===== config.mk =====
export PLATFORM = sky130hd
export DESIGN_NAME = sif_intflag
export DESIGN_NICKNAME = d
export VERILOG_FILES = /design/src/rtl/sif_intflag_pkg.sv /design/src/rtl/sif_w1c_flag.sv /design/src/rtl/sif_rx_status.sv /design/src/rtl/sif_tx_status.sv /design/src/rtl/sif_intflag.sv
export SDC_FILE = /design/constraint.sdc
export NUM_CORES = 1
export LEC_CHECK = 0
export BUFFER_PORTS_ARGS = -buffer_cell sky130_fd_sc_hd__buf_4
export CORE_MARGIN = 10
export CORE_UTILIZATION = 40
export DETAILED_ROUTE_END_ITERATION = 6
export HOLD_SLACK_MARGIN = 0.12
export MAX_ROUTING_LAYER = met4
export PLACE_DENSITY = 0.95
export SYNTH_ARGS = -nofsm -noshare
export SYNTH_HDL_FRONTEND = slang
export SYNTH_HIERARCHICAL = 1
export SYNTH_SLANG_ARGS = --single-unit

===== constraint.sdc =====
create_clock -name clk -period 3.4 [get_ports clk]
set_input_delay 0.68 -clock clk [delete_from_list [all_inputs] [get_ports clk]]
set_output_delay 0.68 -clock clk [all_outputs]
set_load 0.02 [all_outputs]

===== src/rtl/sif_intflag_pkg.sv =====
package sif_intflag_pkg;
  localparam int unsigned REG_W       = 32;
  localparam int unsigned NUM_EVT     = 3;
  localparam int unsigned POS_INSTEND = 10;
  localparam int unsigned POS_CSRISE  = 8;
  localparam int unsigned POS_OVR     = 3;
  localparam int unsigned POS_TXC     = 2;
  localparam int unsigned POS_DRE     = 1;
  localparam int unsigned POS_RXC     = 0;

  typedef struct packed {
    logic instend;
    logic csrise;
    logic ovr;
    logic txc;
    logic dre;
    logic rxc;
  } flag_set_t;

  // bit position of event flag number idx (0: instruction end, 1: cs rise, 2: overrun)
  function automatic int unsigned evt_pos(int unsigned idx);
    case (idx)
      0:       return POS_INSTEND;
      1:       return POS_CSRISE;
      default: return POS_OVR;
    endcase
  endfunction

  function automatic logic [REG_W-1:0] to_image(flag_set_t f);
    logic [REG_W-1:0] img;
    img              = '0;
    img[POS_INSTEND] = f.instend;
    img[POS_CSRISE]  = f.csrise;
    img[POS_OVR]     = f.ovr;
    img[POS_TXC]     = f.txc;
    img[POS_DRE]     = f.dre;
    img[POS_RXC]     = f.rxc;
    return img;
  endfunction
endpackage


===== src/rtl/sif_w1c_flag.sv =====
module sif_w1c_flag (
  input  logic clk,
  input  logic rst_n,
  input  logic set_evt,
  input  logic clr_req,
  output logic flag_q
);
  // hardware set outranks the software clear so no event is dropped
  always_ff @(posedge clk or negedge rst_n) begin
    if (!rst_n)       flag_q <= 1'b0;
    else if (set_evt) flag_q <= 1'b1;
    else if (clr_req) flag_q <= 1'b0;
  end
endmodule


===== src/rtl/sif_rx_status.sv =====
module sif_rx_status (
  input  logic clk,
  input  logic rst_n,
  input  logic rx_load,
  input  logic rx_read,
  output logic rxc_q,
  output logic ovr_evt
);
  // a second load over unread data is an overrun; a read in the same cycle rescues it
  assign ovr_evt = rx_load & rxc_q & ~rx_read;

  always_ff @(posedge clk or negedge rst_n) begin
    if (!rst_n)       rxc_q <= 1'b0;
    else if (rx_load) rxc_q <= 1'b1;
    else if (rx_read) rxc_q <= 1'b0;
  end
endmodule


===== src/rtl/sif_tx_status.sv =====
module sif_tx_status #(
  parameter int unsigned DLY_W = 8
) (
  input  logic             clk,
  input  logic             rst_n,
  input  logic             enable,
  input  logic             tx_write,
  input  logic             tx_to_shift,
  input  logic             shift_empty,
  input  logic [DLY_W-1:0] dly,
  output logic             dre_q,
  output logic             txc_q
);
  localparam logic [DLY_W-1:0] CNT_ZERO = '0;
  localparam logic [DLY_W-1:0] CNT_ONE  = {{(DLY_W-1){1'b0}}, 1'b1};

  logic             pending_q, pending_d;
  logic             se_d, se_rise;
  logic [DLY_W-1:0] cnt_q;
  logic             armed_q;
  logic             wr_ok;
  logic             dly_done;
  logic             txc_set;

  assign wr_ok = tx_write & enable;

  // a word sits in the transmit register until the shifter takes it
  always_comb begin
    if (!enable)          pending_d = 1'b0;
    else if (tx_write)    pending_d = 1'b1;
    else if (tx_to_shift) pending_d = 1'b0;
    else                  pending_d = pending_q;
  end

  always_ff @(posedge clk or negedge rst_n) begin
    if (!rst_n) begin
      pending_q <= 1'b0;
      dre_q     <= 1'b0;
    end else begin
      pending_q <= pending_d;
      dre_q     <= enable & ~pending_d;
    end
  end

  // guard delay counter, restarted on each rising edge of shift_empty
  assign se_rise = shift_empty & ~se_d;

  always_ff @(posedge clk or negedge rst_n) begin
    if (!rst_n) begin
      se_d  <= 1'b0;
      cnt_q <= CNT_ZERO;
    end else begin
      se_d <= shift_empty;
      if (!shift_empty)           cnt_q <= CNT_ZERO;
      else if (se_rise)           cnt_q <= (dly == CNT_ZERO) ? CNT_ZERO : dly - CNT_ONE;
      else if (cnt_q != CNT_ZERO) cnt_q <= cnt_q - CNT_ONE;
    end
  end

  assign dly_done = se_rise ? (dly == CNT_ZERO) : (cnt_q == CNT_ZERO);
  assign txc_set  = armed_q & ~pending_q & shift_empty & dly_done;

  always_ff @(posedge clk or negedge rst_n) begin
    if (!rst_n) begin
      armed_q <= 1'b0;
      txc_q   <= 1'b0;
    end else if (wr_ok) begin
      armed_q <= 1'b1;
      txc_q   <= 1'b0;
    end else if (txc_set) begin
      armed_q <= 1'b0;
      txc_q   <= 1'b1;
    end
  end
endmodule


===== src/rtl/sif_intflag.sv =====
module sif_intflag
  import sif_intflag_pkg::*;
#(
  parameter int unsigned      ADDR_W     = 8,
  parameter logic [ADDR_W-1:0] REG_OFFSET = 8'h1C,
  parameter int unsigned      DLY_W      = 8
) (
  input  logic              clk,
  input  logic              rst_n,
  input  logic [ADDR_W-1:0] bus_addr,
  input  logic              bus_wr,
  input  logic [REG_W-1:0]  bus_wdata,
  output logic [REG_W-1:0]  bus_rdata,
  input  logic [REG_W-1:0]  irq_en,
  input  logic              ctl_enable,
  input  logic [DLY_W-1:0]  cfg_xfer_dly,
  input  logic              ev_instr_end,
  input  logic              ev_cs_rise,
  input  logic              rx_load,
  input  logic              rx_read,
  input  logic              tx_write,
  input  logic              tx_to_shift,
  input  logic              shift_empty,
  output logic              irq
);
  logic               sel, wr_hit;
  logic               ovr_evt, rxc, dre, txc;
  logic [NUM_EVT-1:0] evt_set, evt_clr, evt_q;
  flag_set_t          flags;
  logic [REG_W-1:0]   flag_img;

  assign sel    = (bus_addr == REG_OFFSET);
  assign wr_hit = bus_wr & sel;

  sif_rx_status u_rx (
    .clk     (clk),
    .rst_n   (rst_n),
    .rx_load (rx_load),
    .rx_read (rx_read),
    .rxc_q   (rxc),
    .ovr_evt (ovr_evt)
  );

  sif_tx_status #(.DLY_W(DLY_W)) u_tx (
    .clk         (clk),
    .rst_n       (rst_n),
    .enable      (ctl_enable),
    .tx_write    (tx_write),
    .tx_to_shift (tx_to_shift),
    .shift_empty (shift_empty),
    .dly         (cfg_xfer_dly),
    .dre_q       (dre),
    .txc_q       (txc)
  );

  assign evt_set = {ovr_evt, ev_cs_rise, ev_instr_end};

  for (genvar g = 0; g < NUM_EVT; g++) begin : g_evt
    localparam int unsigned P = evt_pos(g);
    assign evt_clr[g] = wr_hit & bus_wdata[P];
    sif_w1c_flag u_flag (
      .clk     (clk),
      .rst_n   (rst_n),
      .set_evt (evt_set[g]),
      .clr_req (evt_clr[g]),
      .flag_q  (evt_q[g])
    );
  end

  always_comb begin
    flags.instend = evt_q[0];
    flags.csrise  = evt_q[1];
    flags.ovr     = evt_q[2];
    flags.txc     = txc;
    flags.dre     = dre;
    flags.rxc     = rxc;
  end

  assign flag_img  = to_image(flags);
  assign bus_rdata = sel ? flag_img : '0;

  always_ff @(posedge clk or negedge rst_n) begin
    if (!rst_n) irq <= 1'b0;
    else        irq <= |(flag_img & irq_en);
  end
endmodule


* Word level (Yosys, flattened, before mapping)
Cells that the tools add are included.
Cells by class: add/sub/neg operators 2, multipliers 0, divide/modulo/power cells 0, magnitude comparators 0, equal/unequal tests 2, shifts and indexed selects 0, multiplexer cells 21, bitwise logic cells 17, reduce and logical (&&, ||, !) cells 9
Operators by type and width (number):
- $and A11 B32 Y32 | 1
- $mux W8 | 4
- $reduce_or A32 Y1 | 1
- $logic_not A8 Y1 | 2
- $mux W1 | 16
- $sub A8 B1 Y8 const B | 2
- $and A1 B1 Y1 | 12
- $mux W11 | 1
- $reduce_bool A2 Y1 | 5
- $eq A8 B5 Y1 const B | 1
- $reduce_bool A8 Y1 | 1
- $not A1 Y1 | 4
- $ne A3 B1 Y1 const B | 1
Word-level totals: register bits 18, bits in latches 0, RAM bits 0, bits in read-only memories 0, input port bits 91, logic and storage cells 62, memories 0

* Logic depth before layout (Yosys ltp)
Gate-level depths: netlist of run 1.
depth after elaboration 6, depth in mapped cells 6, gate-level depth less buffers 6

* Cells and area by module
Netlist of run 1, hierarchy kept.
Modules (own cells, without submodules):
- sif_tx_status | instances 1, cells each 84, area an instance 823.3 um^2, seq. area each 325.3 um^2
- sif_intflag | instances 1, cells each 54, area an instance 381.6 um^2, seq. area each 25.0 um^2
- sif_w1c_flag | instances 3, cells each 3, area an instance 36.3 um^2, seq. area each 25.0 um^2
- sif_rx_status | instances 1, cells each 4, area an instance 42.5 um^2, seq. area each 25.0 um^2

* Least setup slack after synthesis of run 1
Ideal clock, no wire load.
path type in2out, start input bus_addr[5], end output bus_rdata[0], data arrival time 1822 ps, required time 2720 ps, path slack 898 ps, stages 3, buffers on the path 1, path through or4b_1 -> buf_6 -> nor3_1
On the way: longest elaborated chain between the ends 2
RTL lines:
- from (decl) | line sif_intflag.sv:10 | input logic [ADDR_W-1:0] bus_addr,
- $eq A8 B5 Y1 | line sif_intflag.sv:32 | assign sel = (bus_addr == REG_OFFSET);
- $mux W11 | line sif_intflag.sv:80 | assign bus_rdata = sel ? flag_img : '0;
- to (decl) | line sif_intflag.sv:13 | output logic [REG_W-1:0] bus_rdata,
Every way passes these cells.

* Worst setup path in the final report of run 1
start input bus_addr[5], end output bus_rdata[3]
Same word-level chain as after synthesis.

==> results.yml, run 1 <==
grt:
  grt_max_degree: 19
  overflow: 0
  antenna_found_initial: 0
  grt_pass1_wl_um: 5480
  grt_pass1_vias: 1230
  grt.total_usage_pct: 11.1
detailed_routing:
  wl_met1_um: 1170
  routed_via_density: 4.91
  route.detailed.drc: 0
  drtIter0Drc: 44
  wl_met2_um: 1900
  routedWlPerCell_um: 14.1
  routed.top_layer: "met4"
  firstDrtPassIters: 4
  final_antenna_net_count: 0
  drt_wl_total_um: 3370
  wl_met3_um: 212
  route.vias.total: 1174
place:
  dp_hpwl_um: 2840
  placed_cells: 235
  io_buffers: 42
  routabilityCongestion: 0.949
floorplanning:
  coreArea_mm2: 0.00331
  die_area_mm2: 0.00612
  rows: 21
  num_io_pins: 124
  initial_core_util_pct: 41.0
  fp.dieW_um: 78.2
  fp.dieH_um: 78.2
power:
  finalPower_w: 0.000673
  leakage_nw: 0.812
  p_per_area_mw_per_mm2: 409
  peakVddDrop_uv: 319
cts:
  clock-sinks: 18
  cts.htree.levels: 1
  clk_latency_ns: 0.29
  cts_max_path_buffers: 2
  clk_pin_slew_ns: 0.10
  cts-root-buf: "clkbuf_4"
  cts_resized: 0
  cts_buffers: 3
  postCtsSetupBuffers: 0
  ctsHoldBuffers: 0
  cts_tree: "built"
synth:
  ys_warn_count: 6
  ys.flop_type: "dfrtp_1"
  synth.top_cells.by_count: "buf_4 (26), dfrtp_1 (18), inv_1 (17), nor3_1 (10), nand2_1 (9)"
  yosys.area.top_type: "dfrtp_1"
  ys_seq_elements: 18
  async_reset_ff_share_pct: 100
  syn_avg_cell_area_um2: 8.98
  synth.distinct_cells: 43
  syn_area_mm2: 0.00136
  synth_edf_count: 0
  netlist_top_cells_area: "dfrtp_1 (33%), buf_4 (14%), inv_1 (4.7%), xor2_1 (3.9%), nor3_1 (3.7%)"
  yosysMostFrequentCell: "buf_4"
  yosysSeqAreaShare_pct: 33.2
  postSynthCellCount: 151
  yosysTopAreaCellShare_pct: 33.2
timing:
  relSlewSlack_pct: 64.6
  holdWs_ns: 0.228
  fmax_ghz: 0.385
  rsz0062_at_grt: "false"
  hold_viol: 0
  setup_viol: 0
  slew_violations: 0
  period_minus_slack_ns: 2.60
  tightestPinTransition_ns: 0.526
  finalSetupTns_ns: 0
  fin_crit_sh_pct: 76.4
  fin_worst_skew_ns: 0.00686
finish:
  drive_gt1_share_pct: 27.5
  instances_no_fill: 239
  fin_nets: 288
  insertedDiodeCount: 0
  final_util_pct: 49.7
  syn_to_final_growth_pct: 21.2
critical_path:
  r2r-start: "u_tx/cnt_q[2]$_DFFE_PN0P_"
  start_kind: "input port"
  critPathArrivalTime_ns: 1.92
  critPathLaunch: "bus_addr[5]"
  path_max_fanout: 9
  crit_required_ns: 2.72
  critical_path_class: "input port to output port"
  end_kind: "output port"
hold_path:
  worstHoldPathType: "input port to async pin"
status:
  outcome: "complete, no violations"
job:
  max_cap_viol_count: 0
-- stage by stage --
stage,setup slack [ns],area [µm²]
after global routing,0.722,1640
after global placement,0.852,1610
after floorplan,0.898,1450
after detailed placement,0.836,1610
after CTS,0.827,1640
final,0.801,1640
-- worst max-delay path: stages --
cell    delay [ns]
buf_4         0.10
or4b_1        0.71
nor3_1        0.24
buf_4         0.19
-- placed cells by master (no fill, tap or decap), types with 2 or more instances in the layout --
master    instances
nand2_1           9
clkbuf_4          3
nor2_1            5
nor3b_1           3
conb_1           26
ha_1              3
o221ai_1          2
buf_4            42
a21oi_1           4
nor3_1           10
nor2b_1           2
o31ai_1           2
dfrtp_1          18
nor4_1            2
a22oi_1           6
xor2_1            6
inv_1            17
nor3_2            3
o211a_1           2
a21o_1            4
xnor2_1           3
-- flip-flops by register name (all words and copies together), names as in the netlist --
name and cells:
u_tx/txc_q 1, u_tx/cnt_q 8, g_evt.u_flag/flag_q 3, irq 1
u_tx/armed_q 1, u_tx/pending_q 1, u_tx/dre_q 1, u_tx/se_d 1
u_rx/rxc_q 1
-- worst paths after layout --
path                                                      endpoint  slack, ns  cells after the start
worst max-delay path                                  bus_rdata[3]       0.80                      4
worst min-delay path                     u_tx/cnt_q[3]$_DFFE_PN0P_       0.23                      1
worst max register to register           u_tx/cnt_q[5]$_DFFE_PN0P_       1.69                      4
worst min register to register              u_tx/txc_q$_DFFE_PN0P_       0.51                      1
max in group asynchronous       g_evt[2].u_flag/flag_q$_DFFE_PN0P_       2.98                      1
min in group clk                            u_tx/txc_q$_DFFE_PN0P_       0.51                      1
-- layout make-up --
class	instances	area, µm²
well taps	46	57.6
repair buffers	42	315
fillers	318	1670
flip-flops and latches	18	450
multi-input cells	112	721
inverters	17	63.8
clock buffers	4	36.3
-- where the power goes --
group          switching, W  leakage (nW)  internal (W)  total [W]
Sequential        0.0000380         0.211      0.000252   0.000290
Combinational      0.000135         0.580      0.000117   0.000252
Clock             0.0000654        0.0210     0.0000652   0.000131
Total              0.000239         0.812      0.000434   0.000673
-- cell families (layout without fill, tap and decap cells) --
family	count (synthesis)	count (layout)	synth area share, %
DFF	18	18	33.2
AOI/OAI and AO/OA	27	27	16.0
other	1	26	0.276
xor gates and xnor gates	9	9	5.81
buffers and inverters	46	63	20.6
and+or+nand+nor	47	47	21.4
adders and majority gates	3	3	2.77
-- metal layers --
| metal | track usage (%) | vias to the layer above |
|---|---|---|
| li1 | - | 557 |
| met1 | 10.2 | 558 |
| met2 | 20.3 | 51 |
| met3 | 3.53 | 8 |
| met4 | 5.20 | 0 |
| met5 | - | - |
Note: power is estimated with default switching activity, not from simulation.
==> run 2: changes to the inputs <==
CORE_UTILIZATION = 34   (was 40)
PLACE_DENSITY = 0.86   (was 0.95)
clock period = 2.1 ns   (was 3.4 ns; I/O delays follow)
==> run 2 against run 1 <==
Net effect:
- global-route usage is 1.4 points lower
- power is 72% higher
- flip-flop and latch count stayed put
- worst setup slack worse by 0.60 ns
- first-iteration DRC count is 16% lower
- critical endpoint is now bus_rdata[8]
- highest routed layer unchanged
==> results.yml, run 2 (same netlist as run 1, synthesis figures left out) <==
status:
  outcome: "complete, no violations"
cts:
  cts.htree.levels: 1
  postCtsSetupBuffers: 0
  cts-root-buf: "clkbuf_8"
  cts_buffers: 3
  cts_tree: "built"
  clk_latency_ns: 0.25
  clock-sinks: 18
  clk_pin_slew_ns: 0.07
  cts_max_path_buffers: 2
timing:
  fin_worst_skew_ns: 0.00212
  fin_crit_sh_pct: 90.3
  rsz0062_at_grt: "false"
  period_minus_slack_ns: 1.90
  finalSetupTns_ns: 0
  slew_violations: 0
  hold_viol: 0
  relSlewSlack_pct: 61.4
  tightestPinTransition_ns: 0.574
  holdWs_ns: 0.323
  setup_viol: 0
  fmax_ghz: 0.527
power:
  combPwrFrac_pct: 35.2
  seq_power_share_pct: 40.5
  peakVddDrop_uv: 363
  power_frac_clock_pct: 24.3
  leakage_nw: 0.830
  p_int_w: 0.000767
  p_per_area_mw_per_mm2: 686
  power_switching_w: 0.000390
  switching_share_pct: 33.7
detailed_routing:
  route.detailed.drc: 0
  firstDrtPassIters: 4
  final_antenna_net_count: 0
  drtIter0Drc: 37
  routed_via_density: 4.66
  routedWlPerCell_um: 13.6
  drt_wl_total_um: 3300
  route.vias.total: 1133
grt:
  grt_max_degree: 19
  overflow: 0
  grt.total_usage_pct: 9.68
  grt_pass1_wl_um: 5590
  antenna_found_initial: 0
  grt_pass1_vias: 1237
critical_path:
  end_kind: "output port"
  critical_path_class: "input port to output port"
  path_max_fanout: 9
  start_kind: "input port"
  critPathArrivalTime_ns: 1.48
  crit_required_ns: 1.68
place:
  routabilityCongestion: 0.906
  dp_hpwl_um: 2780
  placed_cell_area_mm2: 0.00162
  io_buffers: 42
finish:
  fin_area_mm2: 0.00169
  syn_to_final_growth_pct: 24.4
  fill_cells: 365
  drive_gt1_share_pct: 28.2
  top_regs: "u_tx/cnt_q (8), g_evt.u_flag/flag_q (3)"
  fin_nets: 290
  largest-register: "u_tx/cnt_q"
  final_common_cell: "buf_4"
  final_cell_mix: "buf_4 (43), conb_1 (26), dfrtp_1 (18)"
  largest_reg_flops: 8
  insertedDiodeCount: 0
floorplanning:
  fp.dieH_um: 83.2
  rows: 22
  num_io_pins: 124
  coreArea_mm2: 0.00377
  fp.dieW_um: 83.2
  initial_core_util_pct: 36.0
  die_area_mm2: 0.00692
job:
  max_cap_viol_count: 0
hold_path:
  worstHoldPathType: "input port to flip-flop"
==> run 2: changes by cell type in the layout (fill, tap and decap cells not counted), sizes merged <==
cell         previous run  this run
buf                    42        43
dlygate4sd3             0         1
==> run 2: worst paths after layout <==
| path | startpoint | to | slack, ns | cells past startpoint |
|---|---|---|---|---|
| worst max register to register | u_tx/cnt_q[2]$_DFFE_PN0P_ | u_tx/cnt_q[5]$_DFFE_PN0P_ | 0.34 | 4 |
| worst min register to register | u_tx/armed_q$_DFFE_PN0P_ | u_tx/txc_q$_DFFE_PN0P_ | 0.51 | 1 |
| min in group asynchronous | rst_n | u_tx/dre_q$_DFF_PN0_ | 0.56 | 2 |
| worst max-delay path | bus_addr[5] | bus_rdata[8] | 0.20 | 4 |
| worst min-delay path | shift_empty | u_tx/se_d$_DFF_PN0_ | 0.32 | 1 |
| max in group asynchronous | rst_n | u_tx/cnt_q[5]$_DFFE_PN0P_ | 1.35 | 2 |
==> run 2: through the flow <==
stage | total power (W) | util, % | worst slack (ns) | std cells
after global routing | 0.00126 | 44.7 | 0.108 | 243
after detailed placement | 0.000877 | 42.9 | 0.0718 | 238
final | 0.00116 | 44.7 | 0.203 | 243
after floorplan | 0.000789 | - | 0.118 | 176
after CTS | 0.00117 | 44.6 | 0.0688 | 243
after global placement | 0.000864 | 42.9 | 0.0976 | 238
==> run 2: layer usage <==
metal  global-route usage [%]  vias up  share of wire, %
met5                        -        -                 0
met4                     3.69        0               1.2
li1                         -      560                 -
met3                     2.34        6               3.7
met2                     17.5       27                58
met1                     9.82      540                37
==> run 2: area by class of cell <==
| class | count | area, µm² | share of cell area [%] |
|---|---|---|---|
| Inverter | 17 | 63.8 | 3.78 |
| Multi-Input combinational cell | 112 | 724 | 43.0 |
| Timing Repair Buffer | 44 | 333 | 19.7 |
| Clock buffer | 4 | 55.1 | 3.26 |
| Tap cell | 48 | 60.1 | 3.56 |
| Sequential cell | 18 | 450 | 26.7 |
==> run 2: power groups by stage <==
stage	registers (W)	logic [W]	clock network [W]
6_report	0.000469	0.000407	0.000281
5_1_grt	0.000480	0.000463	0.000312
4_1_cts	0.000468	0.000407	0.000291
3_5_place_dp	0.000474	0.000403	0
3_3_place_gp	0.000471	0.000394	0
2_1_floorplan	0.000461	0.000328	0
==> run 2: repair_timing <==
| action | 4_1_cts | 5_1_grt |
|---|---|---|
| hold buffers | 1 | 0 |
| setup endpoints to repair | 0 | 2 |
| resized for setup | 0 | 1 |
| hold endpoints to repair | 18 | 0 |
==> run 2: critical path, cell delays in order <==
cell    delay [ns]
buf_4         0.11
or4b_4        0.60
nor3_1        0.17
buf_4         0.17
